File: src/rtl/hib_pkg.sv
package hib_pkg;

    typedef enum logic [1:0] {
        ST_RUN      = 2'd0,
        ST_SLEEP    = 2'd1,
        ST_WAKE_RST = 2'd2
    } hib_state_e;

    localparam int OFS_CTRL  = 'h00;
    localparam int OFS_HIB   = 'h20;
    localparam int OFS_FILT  = 'h24;
    localparam int OFS_RCNT  = 'h28;

    localparam int READY_BIT = 7;
    localparam int HIB_GO_BIT = 0;

endpackage

File: src/rtl/hib_regs.sv
module hib_regs
    import hib_pkg::*;
#(
    parameter int ADDR_W   = 6,
    parameter int DATA_W   = 32,
    parameter int BUSY_CYC = 2,
    parameter int FILT_W   = 16,
    parameter int FILT_LSB = 5,
    parameter int RCNT_W   = 12,
    parameter int RCNT_LSB = 5
) (
    input  logic              clk,
    input  logic              rst_n,
    input  logic              bus_wr,
    input  logic              bus_rd,
    input  logic [ADDR_W-1:0] bus_addr,
    input  logic [DATA_W-1:0] bus_wdata,
    output logic [DATA_W-1:0] bus_rdata,
    output logic              hib_req,
    output logic [FILT_W-1:0] filt_thr,
    output logic [RCNT_W-1:0] rcnt_len
);

    localparam int BUSY_W = $clog2(BUSY_CYC + 1);
    localparam int FF_W   = FILT_W - FILT_LSB;
    localparam int RF_W   = RCNT_W - RCNT_LSB;

    localparam logic [ADDR_W-1:0] A_CTRL = ADDR_W'(OFS_CTRL);
    localparam logic [ADDR_W-1:0] A_HIB  = ADDR_W'(OFS_HIB);
    localparam logic [ADDR_W-1:0] A_FILT = ADDR_W'(OFS_FILT);
    localparam logic [ADDR_W-1:0] A_RCNT = ADDR_W'(OFS_RCNT);

    logic [BUSY_W-1:0] busy_q;
    logic [FF_W-1:0]   filt_q;
    logic [RF_W-1:0]   rcnt_q;
    logic              ready;
    logic              hit_slow;
    logic              wr_ok;
    logic [DATA_W-1:0] rd_val;
    logic              unused_wdata;

    assign unused_wdata = ^{bus_wdata[DATA_W-1:FILT_W], bus_wdata[FILT_LSB-1:1]};

    assign ready    = (busy_q == '0);
    assign hit_slow = (bus_addr == A_HIB) || (bus_addr == A_FILT) || (bus_addr == A_RCNT);
    assign wr_ok    = bus_wr && ready && hit_slow;
    assign hib_req  = wr_ok && (bus_addr == A_HIB) && bus_wdata[HIB_GO_BIT];

    assign filt_thr = {filt_q, {FILT_LSB{1'b0}}};
    assign rcnt_len = {rcnt_q, {RCNT_LSB{1'b0}}};

    // Write-ready handshake: a countdown started by each accepted write.
    always_ff @(posedge clk or negedge rst_n) begin
        if (!rst_n) begin
            busy_q <= '0;
        end else if (wr_ok) begin
            busy_q <= BUSY_W'(BUSY_CYC);
        end else if (!ready) begin
            busy_q <= busy_q - BUSY_W'(1);
        end
    end

    // Field storage; both fields come up at their maximum.
    always_ff @(posedge clk or negedge rst_n) begin
        if (!rst_n) begin
            filt_q <= '1;
            rcnt_q <= '1;
        end else if (wr_ok) begin
            if (bus_addr == A_FILT) begin
                filt_q <= bus_wdata[FILT_W-1:FILT_LSB];
            end
            if (bus_addr == A_RCNT) begin
                rcnt_q <= bus_wdata[RCNT_W-1:RCNT_LSB];
            end
        end
    end

    always_comb begin
        rd_val = '0;
        case (bus_addr)
            A_CTRL:  rd_val[READY_BIT] = ready;
            A_FILT:  rd_val = DATA_W'(filt_thr);
            A_RCNT:  rd_val = DATA_W'(rcnt_len);
            default: rd_val = '0;
        endcase
    end

    always_ff @(posedge clk or negedge rst_n) begin
        if (!rst_n) begin
            bus_rdata <= '0;
        end else if (bus_rd) begin
            bus_rdata <= rd_val;
        end
    end


    ready_drop_chk: assert property (@(posedge clk) disable iff (!rst_n)
        wr_ok |=> !ready);


    busy_write_ignored_chk: assert property (@(posedge clk) disable iff (!rst_n)
        (bus_wr && !ready) |=> ($stable(filt_q) && $stable(rcnt_q)));

endmodule

File: src/rtl/hib_filter.sv
module hib_filter #(
    parameter int CNT_W = 16
) (
    input  logic             clk,
    input  logic             rst_n,
    input  logic             en,
    input  logic             pin,
    input  logic [CNT_W-1:0] thr,
    output logic             fire
);

    logic [CNT_W-1:0] cnt_q;

    // Counts consecutive high samples; any low sample or leaving sleep clears it.
    always_ff @(posedge clk or negedge rst_n) begin
        if (!rst_n) begin
            cnt_q <= '0;
        end else if (!en || !pin) begin
            cnt_q <= '0;
        end else if (cnt_q != '1) begin
            cnt_q <= cnt_q + CNT_W'(1);
        end
    end

    assign fire = en && pin && (cnt_q >= thr);


    continuous_pin_chk: assert property (@(posedge clk) disable iff (!rst_n)
        (fire && thr != '0) |-> $past(pin));

endmodule

File: src/rtl/hib_rstgen.sv
module hib_rstgen #(
    parameter int CNT_W = 12
) (
    input  logic             clk,
    input  logic             rst_n,
    input  logic             load,
    input  logic [CNT_W-1:0] len,
    input  logic             active,
    output logic             done
);

    logic [CNT_W-1:0] rem_q;

    always_ff @(posedge clk or negedge rst_n) begin
        if (!rst_n) begin
            rem_q <= '0;
        end else if (load) begin
            rem_q <= len;
        end else if (active && rem_q > CNT_W'(1)) begin
            rem_q <= rem_q - CNT_W'(1);
        end
    end

    assign done = active && (rem_q <= CNT_W'(1));


    done_exits_chk: assert property (@(posedge clk) disable iff (!rst_n)
        done |=> !active);

endmodule

File: src/rtl/hib_wake_ctrl.sv
module hib_wake_ctrl
    import hib_pkg::*;
#(
    parameter int ADDR_W   = 6,
    parameter int DATA_W   = 32,
    parameter int BUSY_CYC = 2,
    parameter int FILT_W   = 16,
    parameter int FILT_LSB = 5,
    parameter int RCNT_W   = 12,
    parameter int RCNT_LSB = 5
) (
    input  logic              clk,
    input  logic              rst_n,
    input  logic              bus_wr,
    input  logic              bus_rd,
    input  logic [ADDR_W-1:0] bus_addr,
    input  logic [DATA_W-1:0] bus_wdata,
    output logic [DATA_W-1:0] bus_rdata,
    input  logic              wake_pin,
    output logic              pwr_en,
    output logic              sys_rst_n
);

    hib_state_e        state_q;
    hib_state_e        state_d;
    logic              hib_req;
    logic [FILT_W-1:0] filt_thr;
    logic [RCNT_W-1:0] rcnt_len;
    logic              fire;
    logic              rst_done;
    logic              in_sleep;
    logic              in_wake_rst;

    assign in_sleep    = (state_q == ST_SLEEP);
    assign in_wake_rst = (state_q == ST_WAKE_RST);

    hib_regs #(
        .ADDR_W  (ADDR_W),
        .DATA_W  (DATA_W),
        .BUSY_CYC(BUSY_CYC),
        .FILT_W  (FILT_W),
        .FILT_LSB(FILT_LSB),
        .RCNT_W  (RCNT_W),
        .RCNT_LSB(RCNT_LSB)
    ) i_regs (
        .clk      (clk),
        .rst_n    (rst_n),
        .bus_wr   (bus_wr),
        .bus_rd   (bus_rd),
        .bus_addr (bus_addr),
        .bus_wdata(bus_wdata),
        .bus_rdata(bus_rdata),
        .hib_req  (hib_req),
        .filt_thr (filt_thr),
        .rcnt_len (rcnt_len)
    );

    hib_filter #(
        .CNT_W(FILT_W)
    ) i_filter (
        .clk  (clk),
        .rst_n(rst_n),
        .en   (in_sleep),
        .pin  (wake_pin),
        .thr  (filt_thr),
        .fire (fire)
    );

    hib_rstgen #(
        .CNT_W(RCNT_W)
    ) i_rstgen (
        .clk   (clk),
        .rst_n (rst_n),
        .load  (in_sleep && fire),
        .len   (rcnt_len),
        .active(in_wake_rst),
        .done  (rst_done)
    );

    always_comb begin
        state_d = state_q;
        unique case (state_q)
            ST_RUN:      if (hib_req)  state_d = ST_SLEEP;
            ST_SLEEP:    if (fire)     state_d = ST_WAKE_RST;
            ST_WAKE_RST: if (rst_done) state_d = ST_RUN;
            default:                   state_d = ST_RUN;
        endcase
    end

    always_ff @(posedge clk or negedge rst_n) begin
        if (!rst_n) begin
            state_q <= ST_RUN;
        end else begin
            state_q <= state_d;
        end
    end

    always_comb begin
        pwr_en    = 1'b1;
        sys_rst_n = 1'b1;
        unique case (state_q)
            ST_RUN:      begin pwr_en = 1'b1; sys_rst_n = 1'b1; end
            ST_SLEEP:    begin pwr_en = 1'b0; sys_rst_n = 1'b0; end
            ST_WAKE_RST: begin pwr_en = 1'b1; sys_rst_n = 1'b0; end
            default:     begin pwr_en = 1'b1; sys_rst_n = 1'b1; end
        endcase
    end


    pwr_fall_cause_chk: assert property (@(posedge clk) disable iff (!rst_n)
        $fell(pwr_en) |-> $past(hib_req));


    pwr_rise_in_reset_chk: assert property (@(posedge clk) disable iff (!rst_n)
        $rose(pwr_en) |-> !sys_rst_n);


    wake_to_run_chk: assert property (@(posedge clk) disable iff (!rst_n)
        in_wake_rst |=> (state_q != ST_SLEEP));


    sleep_exit_by_fire_chk: assert property (@(posedge clk) disable iff (!rst_n)
        (in_sleep && !fire) |=> in_sleep);

endmodule

File: config.mk
export PLATFORM = sky130hd
export DESIGN_NAME = hib_wake_ctrl
export DESIGN_NICKNAME = d
export VERILOG_FILES = /design/src/rtl/hib_pkg.sv /design/src/rtl/hib_regs.sv /design/src/rtl/hib_filter.sv /design/src/rtl/hib_rstgen.sv /design/src/rtl/hib_wake_ctrl.sv
export SDC_FILE = /design/constraint.sdc
export NUM_CORES = 1
export LEC_CHECK = 0
export BUFFER_PORTS_ARGS = -buffer_cell sky130_fd_sc_hd__buf_2
export CAP_MARGIN = 20
export CORE_MARGIN = 4
export CORE_UTILIZATION = 50
export DETAILED_ROUTE_END_ITERATION = 16
export PLACE_DENSITY_LB_ADDON = 0.2
export SYNTH_ARGS = -nofsm -noshare
export SYNTH_HDL_FRONTEND = slang
export SYNTH_HIERARCHICAL = 1
export SYNTH_SLANG_ARGS = --single-unit
File: constraint.sdc
create_clock -name clk -period 2.8 [get_ports clk]
set_input_delay 0.14 -clock clk [delete_from_list [all_inputs] [get_ports clk]]
set_output_delay 0.14 -clock clk [all_outputs]
set_load 0.02 [all_outputs]
==> out/results.txt, run 1 <==
The max-slew violation count is 0. TritonCTS built the clock tree. The Yosys step of the flow raised 6 warnings. The tools report the total leakage power as 1.90 nW. The synthesized netlist devotes 7.20% of its cell area to adder and majority cells. Between clock sinks in the finished design, the worst skew comes to 6.43 ps. The number of remaining DRC errors is 0, and the final design area excluding fillers is 4430 µm². The final-report hold violation count was 0; the proportion of register bits with asynchronous set or reset after synthesis was 100%. The tools report the initial antenna violation count as 0.

The worst hold path terminates at i_regs/filt_q[10]$_DFFE_PN1P_. Power spread over the standard cell area amounts to 567 nW/µm². Entering global routing, the biggest net connects 41 pins. Summing the areas of all compound-gate instances in the mapped netlist gives 15.1% of the synthesized area. The library cell used most frequently in the layout, excluding fill and tap cells, is sky130_fd_sc_hd__dfrtp_1. The number of buffer cells added on primary ports is 35. In the layout the commonest cells are sky130_fd_sc_hd__dfrtp_1 (43), sky130_fd_sc_hd__buf_2 (35), sky130_fd_sc_hd__conb_1 (31), sky130_fd_sc_hd__nand2_1 (30), sky130_fd_sc_hd__inv_1 (28). The flow ran to the end, and the final reports show no timing, DRC or antenna violations.

The number of setup buffers added after CTS was 0. After synthesis, the largest family of logic cells by area is simple AND/OR/NAND/NOR gates. Critical path capture point type: a flop. The total net switching power is 0.865 mW.

The routability congestion estimate was 0.813. The final critical path takes up 94.2% of the cycle. Yosys attributes the largest share of cell area to sky130_fd_sc_hd__dfrtp_1 (27%), sky130_fd_sc_hd__dfstp_2 (12%), sky130_fd_sc_hd__ha_1 (7.2%), sky130_fd_sc_hd__buf_4 (6.0%), sky130_fd_sc_hd__mux2_4 (3.8%). Cell internal power was estimated by the tool at 1.64 mW.

For the post-route setup TNS, the log shows 0 ps. Dividing the detail-routed via count by the number of cells gives 5.49. For this design the top-level I/O count stands at 77. The post-synthesis average cell area works out to 9.89 µm².

The logs give 0 for the overflow left after global routing and 25.3% for the logic gate share of total power. In the final design database the tool counted 520 nets. Counting every sink on the clock net gives 61.

Subtracting the final worst setup slack from the clock period gives 2640 ps. The run gives 4000 µm² as the cell area after synthesis. The area share of the leading cell type in the synthesized netlist is 26.9%, and the total number of vias is 3,080.

Setup repair after global routing left no endpoint under its margin. The standard cell area after detailed placement was 4220 µm². In this run the worst path has a maximum fanout of 4. The run gives 2860 ps as the critical path data arrival time.

The worst hold path passes through 2 cells. The die width is 97.4 µm. The worst register-to-register path begins at i_regs/filt_q[5]$_DFFE_PN1P_. The synthesized design contains 61 register bits.

The number of enable flip-flop cells after synthesis was 0; the area share of and/or/nand/nor cells after synthesis was 20.6%. The cell type with the highest aggregate area in the netlist is sky130_fd_sc_hd__dfrtp_1. The share of total power dissipated in the clock network is 27.7%. The initialized floorplan defines 32 standard-cell rows.

Static timing analysis puts the maximum clock frequency at 379 MHz. For the worst-skew pair, the clock arrives at the later sink with an insertion delay of 340 ps. Most frequently used flop master after synthesis: sky130_fd_sc_hd__dfrtp_1. The kind of critical path was flop to flop. Category of the worst setup path launch point: a flop. The initial utilization of the core area, before any placement, comes to 51.4%.

In this run the most critical hold path is launched from bus_wdata[15]. Compared with the post-synthesis result, the final layout area differs by 10.8%. Of the cells placed in the final design, the portion with a size suffix greater than 1 is 28.3%.

The share of total power in sequential cells was 47.0%. The synthesized netlist contains 75 unique library cells. The initial detailed-routing violation count was 111; the xor/xnor share of the synthesized area was 0.658%. The die covers 9480 µm². Synthesis handed over a netlist of 404 instances.

The CTS clock-pin slew for the worst setup and hold paths was 70 ps; the detailed-routing iteration count for the pre-antenna-repair pass was 4. The multiplexer fraction of the synthesized cell area is 7.33%. Data on the critical path is required at its endpoint by 3020 ps. In this run the critical register-to-register path is captured at i_rstgen/rem_q[7]$_DFFE_PN0P_. The run gives 3,105 as the number of global-route vias before repair.

The tools report the reg2reg setup slack as 160 ps. The clock passes through at most 2 buffers. The number of antenna cells inserted was 0. Headroom to the max-slew limit came out at 53.4%. The y dimension of the die works out to 97.4 µm. In the global route stage, overall resource usage came out at 18.9%.

For the number of max-capacitance violations reported, the log shows 0. For the first-pass GRT wire length, the log shows 14,800 µm. Counting the fill cells in the layout gives 694. In the final routed layout, each cell accounts on average for 15.2 µm. The total area inside the core boundary comes to 7770 µm². For the worst flop-to-flop path, the logic depth is 11.

The share of the Yosys chip area taken by registers is 38.8%. The clock tree synthesis step divided the H-tree into 3 levels. VDD sags by at most 0.445 mV. In this run, CTS created clock tree buffers numbering 9.

Summed over all layers, the routed wires come to 8540 µm. The logs give 6510 µm for the half-perimeter wire length of the detailed placement result and 0 for the final setup violation count. Antenna violation net count after detailed routing: 0. The transition at the pin with the smallest max-transition slack is 697 ps. The library cell used as clock root buffer is sky130_fd_sc_hd__clkbuf_8. Type of the worst min-delay path: input port to flop.

The switching fraction of total power works out to 34.5%.
==> cell usage after synthesis (8+ instances only) <==
cell type,n
sky130_fd_sc_hd__o21ai_0,16
sky130_fd_sc_hd__dfrtp_1,43
sky130_fd_sc_hd__nor2_1,15
sky130_fd_sc_hd__nand3_1,10
sky130_fd_sc_hd__nor3_1,12
sky130_fd_sc_hd__mux2_2,9
sky130_fd_sc_hd__nor2b_1,8
sky130_fd_sc_hd__nand2_1,30
sky130_fd_sc_hd__mux2_4,10
sky130_fd_sc_hd__a21oi_1,22
sky130_fd_sc_hd__dfstp_2,18
sky130_fd_sc_hd__ha_1,23
sky130_fd_sc_hd__buf_4,32
sky130_fd_sc_hd__inv_1,28
==> worst max-delay path, cell delays in order (launching register included) <==
cell and delay [ps]:
sky130_fd_sc_hd__dfstp_2 570, sky130_fd_sc_hd__inv_1 60, sky130_fd_sc_hd__ha_1 290, sky130_fd_sc_hd__and4_1 230, sky130_fd_sc_hd__nand3_1 80, sky130_fd_sc_hd__o32a_1 330, sky130_fd_sc_hd__a31oi_4 230, sky130_fd_sc_hd__and2_4 200
sky130_fd_sc_hd__clkinv_1 70, sky130_fd_sc_hd__nand2_1 80, sky130_fd_sc_hd__o21ai_0 70, sky130_fd_sc_hd__or3_1 310
==> power by group through the flow <==
stage | combinational [mW] | clock (mW) | sequential, mW
2_1_floorplan | 0.521 | 0 | 1.13
3_3_place_gp | 0.604 | 0 | 1.18
3_5_place_dp | 0.635 | 0 | 1.19
4_1_cts | 0.638 | 0.717 | 1.18
5_1_grt | 0.718 | 0.758 | 1.20
6_report | 0.634 | 0.695 | 1.18
==> what timing repair did <==
action | CTS | global route
hold buffers | 1 | 0
gates resized for setup | 0 | 4
endpoints found under the setup margin | 0 | 6
hold endpoints to repair | 43 | 0
==> worst max path at each step <==
stage | endpoint | depth (start not counted) | start
3_5_place_dp | i_rstgen/rem_q[7]$_DFFE_PN0P_ | 11 | i_regs/filt_q[5]$_DFFE_PN1P_
2_1_floorplan | i_rstgen/rem_q[4]$_DFFE_PN0P_ | 10 | i_regs/filt_q[8]$_DFFE_PN1P_
5_1_grt | i_rstgen/rem_q[7]$_DFFE_PN0P_ | 11 | i_regs/filt_q[5]$_DFFE_PN1P_
6_report | i_rstgen/rem_q[7]$_DFFE_PN0P_ | 11 | i_regs/filt_q[5]$_DFFE_PN1P_
4_1_cts | i_rstgen/rem_q[7]$_DFFE_PN0P_ | 11 | i_regs/filt_q[5]$_DFFE_PN1P_
3_3_place_gp | i_rstgen/rem_q[7]$_DFFE_PN0P_ | 11 | i_regs/filt_q[5]$_DFFE_PN1P_
==> logic make-up (layout without fill, tap and decap cells) <==
logic type | after synthesis | in the layout
compound gates | 87 | 87
buf+inv | 71 | 96
other cells | 1 | 31
fa+ha+maj | 23 | 23
simple gates | 135 | 135
xor+xnor | 3 | 3
mux | 23 | 23
flops | 61 | 61
==> registers in the layout, summed over array words and instances, names as in the netlist <==
name	count
i_filter/cnt_q	16
i_regs/bus_rdata	11
i_regs/busy_q	2
i_regs/filt_q	11
i_regs/rcnt_q	7
i_rstgen/rem_q	12
state_q	2
==> per-layer routing <==
metal,global-route usage [%],up-vias,share of wire [%]
met5,0,-,0
li1,-,1508,-
met4,5.43,0,1.1
met3,4.38,8,3.9
met2,31.5,64,50
met1,24.6,1500,45
==> through the flow <==
stage	setup slack [ps]	util (%)	cells	total power, mW	hold WS (ps)
4_1_cts	35.5	56.7	561	2.53	11.0
6_report	162	57.0	561	2.51	28.9
2_1_floorplan	157	-	434	1.65	-156
3_3_place_gp	83.7	54.3	544	1.79	139
5_1_grt	15.8	57.0	561	2.68	13.9
3_5_place_dp	46.0	54.3	544	1.83	153
==> cell type report <==
type | count | area [µm²] | area share [%]
multi-input combinational | 302 | 2170 | 49.0
sequential | 61 | 1550 | 35.0
timing repair buffer | 50 | 290 | 6.56
clock buffer | 10 | 138 | 3.11
tap | 102 | 128 | 2.88
inverter | 30 | 113 | 2.54
clock inverter | 6 | 38.8 | 0.876
Power figures use the tool's default switching activity.
==> run 2: changes to the inputs <==
- CORE_MARGIN: 4 -> 2
==> run 2 against run 1 <==
Compared with the run above:
- combinational power is essentially flat
- non-clock buffer count is the same
- sequential cell count unchanged
- design area increased by 1.4%
- clock-buffer cell count stayed put
- critical path depth unchanged
- largest power group unchanged
- sequential power is essentially flat
- final cell count stayed put
- die area shrank 8.0%
- largest cell class unchanged
- routed wire length is 2.4% lower
- power increased by 7.3%
==> out/results.txt, run 2 (synthesis gave the netlist of run 1 again) <==
The overflow left after global routing is 0 (unchanged), and the final standard cell utilization of the core is 58.1% (+1.1 points). Number of remaining DRC errors: 0 (unchanged). Via density per instance: 5.44 (-0.91%). The total track usage is 20.4% (+1.5 points). The die width came out at 93.4 µm (-4.1%). The register with the most flip-flops in the final layout is i_filter/cnt_q. The worst setup path is launched from a flop. The switching fraction of total power was 32.6% (-1.9 points). The tools report the total power of the final layout as 2.69 mW (+7.3%). The number of global-route vias before repair is 2,984 (-3.9%), and the H-tree depth is 3 (unchanged). The post-route clock skew is 7.81 ps (+1.39 ps), and the initial standard-cell utilization of the core is 51.7% (+0.27 points).

For the clock buffer count from CTS, the log shows 9 (unchanged). The run gives 20.0 ps (-26.0 ps) as the setup slack at placement. The tools report the number of antenna cells inserted as 0 (unchanged). The share of total power in sequential cells came out at 43.7% (-3.3 points). The half-perimeter wire length of the detailed placement result is 6050 µm (-7.2%).

The number of max-capacitance violations reported is 0 (unchanged). The logs give 8330 µm (-2.4%) for the total detailed-routing wirelength and 23.5% (-1.8 points) for the logic gate share of total power. Total leakage power: 1.92 nW (+1.4%). The final non-filler cell total was 561 (unchanged). Setup slack of the critical path after layout: 188 ps (+26.0 ps). The slowest stage of the critical path is the sky130_fd_sc_hd__dfstp_2 cell. The logs give 4 (unchanged) for the detailed-routing iteration count for the pre-antenna-repair pass and 1.82 mW (+10%) for the internal power summed over all cells. Setup repair after global routing left no endpoint under its margin. The initial antenna violation count was 0 (unchanged); the worst supply voltage drop on vdd was 0.380 mV (-15%). For the share of total power in the clock network, the log shows 32.7% (+5.0 points). The fmax is 383 MHz (+0.99%).

The clock period minus final worst setup slack is 2610 ps (-26.0 ps). Critical path data arrival time: 2830 ps (-30 ps). The logs give 0 (unchanged) for the max-slew violation count and 7730 µm² (-0.52%) for the placeable core region. The number of top-level design ports was 77 (unchanged). For the post-route setup TNS, the log shows 0 ps (unchanged). The critical path capture point type is a flop. The number of buffer cells added on primary ports was 35 (unchanged). The final clock period utilization by the worst path works out to 93.3% (-0.93 points).

The largest fanout on the critical path was 4 (unchanged); the initial detailed-routing violation count was 132 (+19%). The flip-flop count of the largest register after layout was 16 (unchanged); the transition at the pin with the smallest max-transition slack was 691 ps (-6.61 ps). The tools report the antenna violation net count after detailed routing as 0 (unchanged). The area growth from synthesis to layout is 12.4%. The worst hold margin is 35.2 ps (+6.35 ps). The y dimension of the die was 93.4 µm (-4.1%); the insertion delay to the later sink of the worst-skew pair was 340 ps (about the same). The first-pass GRT wire length came out at 13,900 µm (-5.8%). Leaving out fill and tap cells, the most frequent cell in the layout is sky130_fd_sc_hd__dfrtp_1. The cell sitting at the root of the clock tree is a sky130_fd_sc_hd__clkbuf_8. The layout cell share with drive strength beyond 1 works out to 27.7% (-0.65 points). For the final setup violation count, the log shows 0 (unchanged). For the maximum clock insertion buffer count, the log shows 2 (unchanged).

The run gives 53.8% (+0.44 points) as the worst slew slack as a fraction of its limit. The kind of critical path was flop to flop. The run gives 8720 µm² (-8.0%) as the area enclosed by the die boundary. The post-layout net count was 520 (unchanged); the largest stage delay on the critical path was 550 ps (-20 ps).

The run gives 0.826 (+1.6%) as the routability congestion estimate. The run gives 0 (unchanged) as the final-report hold violation count. The flow ran to the end, and the final reports show no timing, DRC or antenna violations.

The type of the worst min-delay path is input port to flop. The final design area excluding fillers is 4490 µm² (+1.4%), and the number of setup buffers added after CTS is 0 (unchanged). The detail-routed net length per standard cell was 14.9 µm (-2.4%). Traced cell by cell, the critical path runs through inv_1 -> ha_1 -> and4_1 -> nand3_1 -> o32a_1 -> a31oi_4 -> and2_4 -> clkinv_1 -> nand2_1 -> a21oi_1 -> or3_1. For the total number of vias, the log shows 3,052 (-0.91%). The total net switching power was 0.877 mW (+1.4%). The logs give 61 (unchanged) for the clock sink count and 4220 µm² (about the same) for the standard cell area after detailed placement. The total placed cells including tap cells is 542 (-0.37%), and the number of placement rows is 32 (unchanged). The top cell types in the final layout, fill and taps aside, are sky130_fd_sc_hd__dfrtp_1 (43), sky130_fd_sc_hd__buf_2 (35), sky130_fd_sc_hd__conb_1 (31), sky130_fd_sc_hd__nand2_1 (30), sky130_fd_sc_hd__inv_1 (28).

The largest registers in the layout are i_filter/cnt_q x16, i_rstgen/rem_q x12. Power density over the cells: 600 nW/µm² (+5.8%). The CTS clock-pin slew for the worst setup and hold paths works out to 80 ps (about the same).

The run gives 3020 ps (about the same) as the worst path required time. The largest net degree at the start of global routing was 62 (+51%). TritonCTS built the clock tree.
run 2: path summary, 6_finish.rpt:
check                                                 from                         endpoint  slack [ps]  depth (start not counted)
max                           i_regs/filt_q[8]$_DFFE_PN1P_    i_rstgen/rem_q[7]$_DFFE_PN0P_         190                         11
min                                          bus_wdata[14]     i_regs/filt_q[9]$_DFFE_PN1P_          40                          2
max reg2reg                   i_regs/filt_q[8]$_DFFE_PN1P_    i_rstgen/rem_q[7]$_DFFE_PN0P_         190                         11
min reg2reg                i_regs/bus_rdata[7]$_DFFE_PN0P_  i_regs/bus_rdata[7]$_DFFE_PN0P_         500                          2
max in group asynchronous                            rst_n     i_regs/rcnt_q[5]$_DFFE_PN1P_        2150                          3
min in group asynchronous                            rst_n  i_regs/bus_rdata[7]$_DFFE_PN0P_         330                          3
run 2: area by class of cell:
type	count	area, µm²
clock buffers	10	128
clock inverters	6	95.1
fillers	662	3240
inverters	30	113
multi-input cells	302	2170
flip-flops and latches	61	1550
well taps	102	128
repair buffers	50	308
run 2: metal layers:
layer	share of wire [%]	vias up	GRT usage, %	wire (µm)
met5	0	-	0	0
met2	49	52	33.6	4090
met3	3.6	7	5.88	296
li1	-	1508	-	-
met1	46	1485	26.1	3830
met4	1.3	0	5.76	110
run 2: critical path: cells and delay by family (launching register included):
family	cells	cell delay, ps
buffers and inverters	2	130
AOI/OAI and AO/OA	3	570
and+or+nand+nor	5	950
DFF	1	550
adders and majority gates	1	290
run 2: repair_timing:
item                       in CTS  in global routing
hold endpoints to repair       43                  2
hold buffers                    1                  2
resized for setup               1                  2
pin swaps                       0                  1
gates cloned                    0                  0
setup endpoints to repair       2                  6
run 2: power by group through the flow:
stage               combinational, mW  sequential (mW)  clock, mW
floorplan                       0.521             1.13          0
global placement                0.603             1.18          0
detailed placement              0.629             1.19          0
CTS                             0.635             1.17      0.909
global route                    0.721             1.20      0.949
finish                          0.633             1.18      0.881
==> run 3: changes to the inputs <==
- clock period: 2.8 -> 2.3 ns (I/O delays scaled with it)
==> run 3 against run 2 <==
Compared with the run above:
- the run now ends with negative setup slack left
- clock skew up 3.0 ps
- maximum frequency increased by 2.5%
- sequential cell count unchanged
==> out/results.txt, run 3 (synthesis gave the netlist of run 1 again) <==
The detailed-routing iteration count for the pre-antenna-repair pass came out at 6 (+2). The number of buffer cells added on primary ports is 35 (unchanged). The logs give -248 ps (-436 ps) for the setup slack of the critical path after layout and 3,284 (+7.6%) for the total number of vias.

The largest stage delay on the critical path is 550 ps (about the same), and the number of antenna cells inserted is 0 (unchanged). Setup repair after global routing could not meet its margin everywhere. The type of the worst min-delay path was input port to flop. The clock period minus final worst setup slack is 2550 ps (-64.3 ps). The tools report the number of placement rows as 32 (unchanged). The logs give -226 ps (-246 ps) for the setup slack at placement and 0.541 mV (+42%) for the worst supply voltage drop on vdd. The slowest library cell on the worst path was sky130_fd_sc_hd__dfstp_2.

The tools report the initial standard-cell utilization of the core as 51.7% (unchanged). TritonCTS built the clock tree. The most frequent standard cell in the layout excluding fill and tap cells was sky130_fd_sc_hd__buf_4. The cell sitting at the root of the clock tree is a sky130_fd_sc_hd__clkbuf_8. Worst hold margin: 21.7 ps (-13.5 ps). Leaving out fill and tap cells, the most frequent cells in the layout are sky130_fd_sc_hd__buf_4 (44), sky130_fd_sc_hd__dfrtp_1 (43), sky130_fd_sc_hd__buf_2 (35), sky130_fd_sc_hd__conb_1 (31), sky130_fd_sc_hd__nand2_1 (26). The tools report the post-route clock skew as 10.9 ps (+3.04 ps).

Traced cell by cell, the critical path runs through inv_2 -> ha_1 -> and4_4 -> nand3_2 -> o32a_1 -> a31oi_4 -> and2_4 -> clkinv_4 -> nand2_2 -> a21oi_1 -> or3_1. The number of filler instances in the final layout is 600 (-9.4%). The critical path data arrival time was 2760 ps (-70 ps); the post-layout net count was 565 (+8.7%). The die width works out to 93.4 µm (unchanged). The largest net degree at the start of global routing came out at 33 (-47%).

The run gives 0 (unchanged) as the number of remaining DRC errors. The max-slew violation count was 0 (unchanged); the number of buffers and inverters on the critical path was 2 (unchanged). The maximum clock insertion buffer count is 2 (unchanged). The tools report the final setup violation count as 12 (+12). The detail-routed net length per standard cell works out to 15.0 µm (+0.81%).

The run gives 22.1% (+1.7 points) as the total track usage. The total detailed-routing wirelength is 9070 µm (+8.9%), and the total leakage power is 2.22 nW (+15%). The largest registers in the layout are i_filter/cnt_q x16, i_rstgen/rem_q x12. The antenna violation net count after detailed routing is 0 (unchanged), and the H-tree depth is 3 (unchanged). Via density per instance: 5.42 (-0.39%).

For the placeable core region, the log shows 7730 µm² (unchanged). The cell family contributing the most delay on the critical path is simple AND/OR/NAND/NOR gates. In this run the most used layer during global routing was met2. The logs give 9 (unchanged) for the clock buffer count from CTS and -1270 ps (-1270 ps) for the post-route setup TNS. The logs give 0 (unchanged) for the number of max-capacitance violations reported and 3,277 (+9.8%) for the number of global-route vias before repair.

Critical path capture point type: a flop. Initial detailed-routing violation count: 110 (-17%). Final clock period utilization by the worst path: 111% (+17 points). The area enclosed by the die boundary was 8720 µm² (unchanged). The worst setup path is launched from a flop. Transition at the pin with the smallest max-transition slack: 617 ps (-73.6 ps).

The largest fanout on the critical path works out to 5 (+1). The logs give 5.32% (-0.56 points) for the met3 track demand over resource and 392 MHz (+2.5%) for the fmax. The final reports fail on negative setup slack.

The tools report the first-pass GRT wire length as 15,100 µm (+8.5%). The run gives 350 ps (about the same) as the insertion delay to the later sink of the worst-skew pair. The routability congestion estimate is 0.854 (+3.4%), and the worst path required time is 2520 ps (-500 ps). The tools report the half-perimeter wire length of the detailed placement result as 6570 µm (+8.6%). The register with the most flip-flops in the final layout is i_filter/cnt_q.

The y dimension of the die is 93.4 µm (unchanged). The CTS clock-pin slew for the worst setup and hold paths is 80 ps (about the same). The initial antenna violation count is 0 (unchanged). The layout cell share with drive strength beyond 1 is 41.7% (+14 points), and the flip-flop count of the largest register after layout is 16 (unchanged).

Overflow left after global routing: 0 (unchanged). The final-report hold violation count is 0 (unchanged), and the worst slew slack as a fraction of its limit is 58.4% (+4.6 points). The met2 track demand over resource is 38.1% (+4.5 points), and the number of top-level design ports is 77 (unchanged). The met1 track utilization from global routing was 27.2% (+1.1 points); the clock sink count was 61 (unchanged). The flow ran to the end, but the final reports show violations. The critical path is of the flop to flop type. Power density over the cells: 692 nW/µm² (+15%). Compared with the post-synthesis result, the final layout area differs by 27.2%.
[run 3: where the power goes]
group / switching (mW) / total (mW) / internal (mW)
clock network: 0.462 / 1.08 / 0.615
registers: 0.185 / 1.44 / 1.25
logic: 0.521 / 1.00 / 0.481
[run 3: final cells by class]
type | instances | area [µm²] | area share (%)
repair buffers | 95 | 691 | 13.6
multi-input cells | 302 | 2380 | 46.7
inverters | 30 | 118 | 2.31
well taps | 102 | 128 | 2.51
clock inverters | 7 | 98.8 | 1.94
clock buffers | 9 | 124 | 2.44
flip-flops and latches | 61 | 1550 | 30.5
[run 3: metal layers]
metal  vias up  share of wire (%)  wire [µm]
met1      1606                 44       4010
met3        12                3.0        268
met5         -                  0          0
li1       1609                  -          -
met4         0                2.0        179
met2        57                 51       4620
[run 3: worst paths after layout]
| kind | to | cells past startpoint | slack (ps) | startpoint |
|---|---|---|---|---|
| worst min-delay path | i_regs/filt_q[4]$_DFFE_PN1P_ | 2 | 20 | bus_wdata[9] |
| max in group asynchronous | i_filter/cnt_q[6]$_DFFE_PN0P_ | 3 | 1530 | rst_n |
| worst min register to register | i_regs/bus_rdata[12]$_DFFE_PN0P_ | 1 | 510 | i_regs/bus_rdata[12]$_DFFE_PN0P_ |
| worst max register to register | i_rstgen/rem_q[7]$_DFFE_PN0P_ | 11 | -250 | i_regs/filt_q[3]$_DFFE_PN1P_ |
| min in group asynchronous | i_regs/bus_rdata[12]$_DFFE_PN0P_ | 2 | 200 | rst_n |
| worst max-delay path | i_rstgen/rem_q[7]$_DFFE_PN0P_ | 11 | -250 | i_regs/filt_q[3]$_DFFE_PN1P_ |
[run 3: stage by stage]
stage               util [%]  cell area, µm²  instances  power (mW)
floorplan                  -            4160        434        2.02
global placement        58.4            4520        576        2.26
detailed placement      58.4            4520        576        2.30
CTS                     63.1            4880        605        3.42
global route            65.8            5080        606        3.74
finish                  65.8            5080        606        3.52
[run 3: worst reg2reg max path: stages (launching register included)]
cell,delay [ps]
sky130_fd_sc_hd__dfstp_2,550
sky130_fd_sc_hd__inv_2,30
sky130_fd_sc_hd__ha_1,270
sky130_fd_sc_hd__and4_4,230
sky130_fd_sc_hd__nand3_2,80
sky130_fd_sc_hd__o32a_1,320
sky130_fd_sc_hd__a31oi_4,160
sky130_fd_sc_hd__and2_4,220
sky130_fd_sc_hd__clkinv_4,80
sky130_fd_sc_hd__nand2_2,70
sky130_fd_sc_hd__a21oi_1,50
sky130_fd_sc_hd__or3_1,360
[run 3: what timing repair did]
action,in CTS,in global routing
setup endpoints to repair,9,14
cloned,1,0
setup buffers,7,3
pin swaps,5,12
hold buffers,6,0
endpoints found under the hold margin,25,0
gates resized for setup,8,45
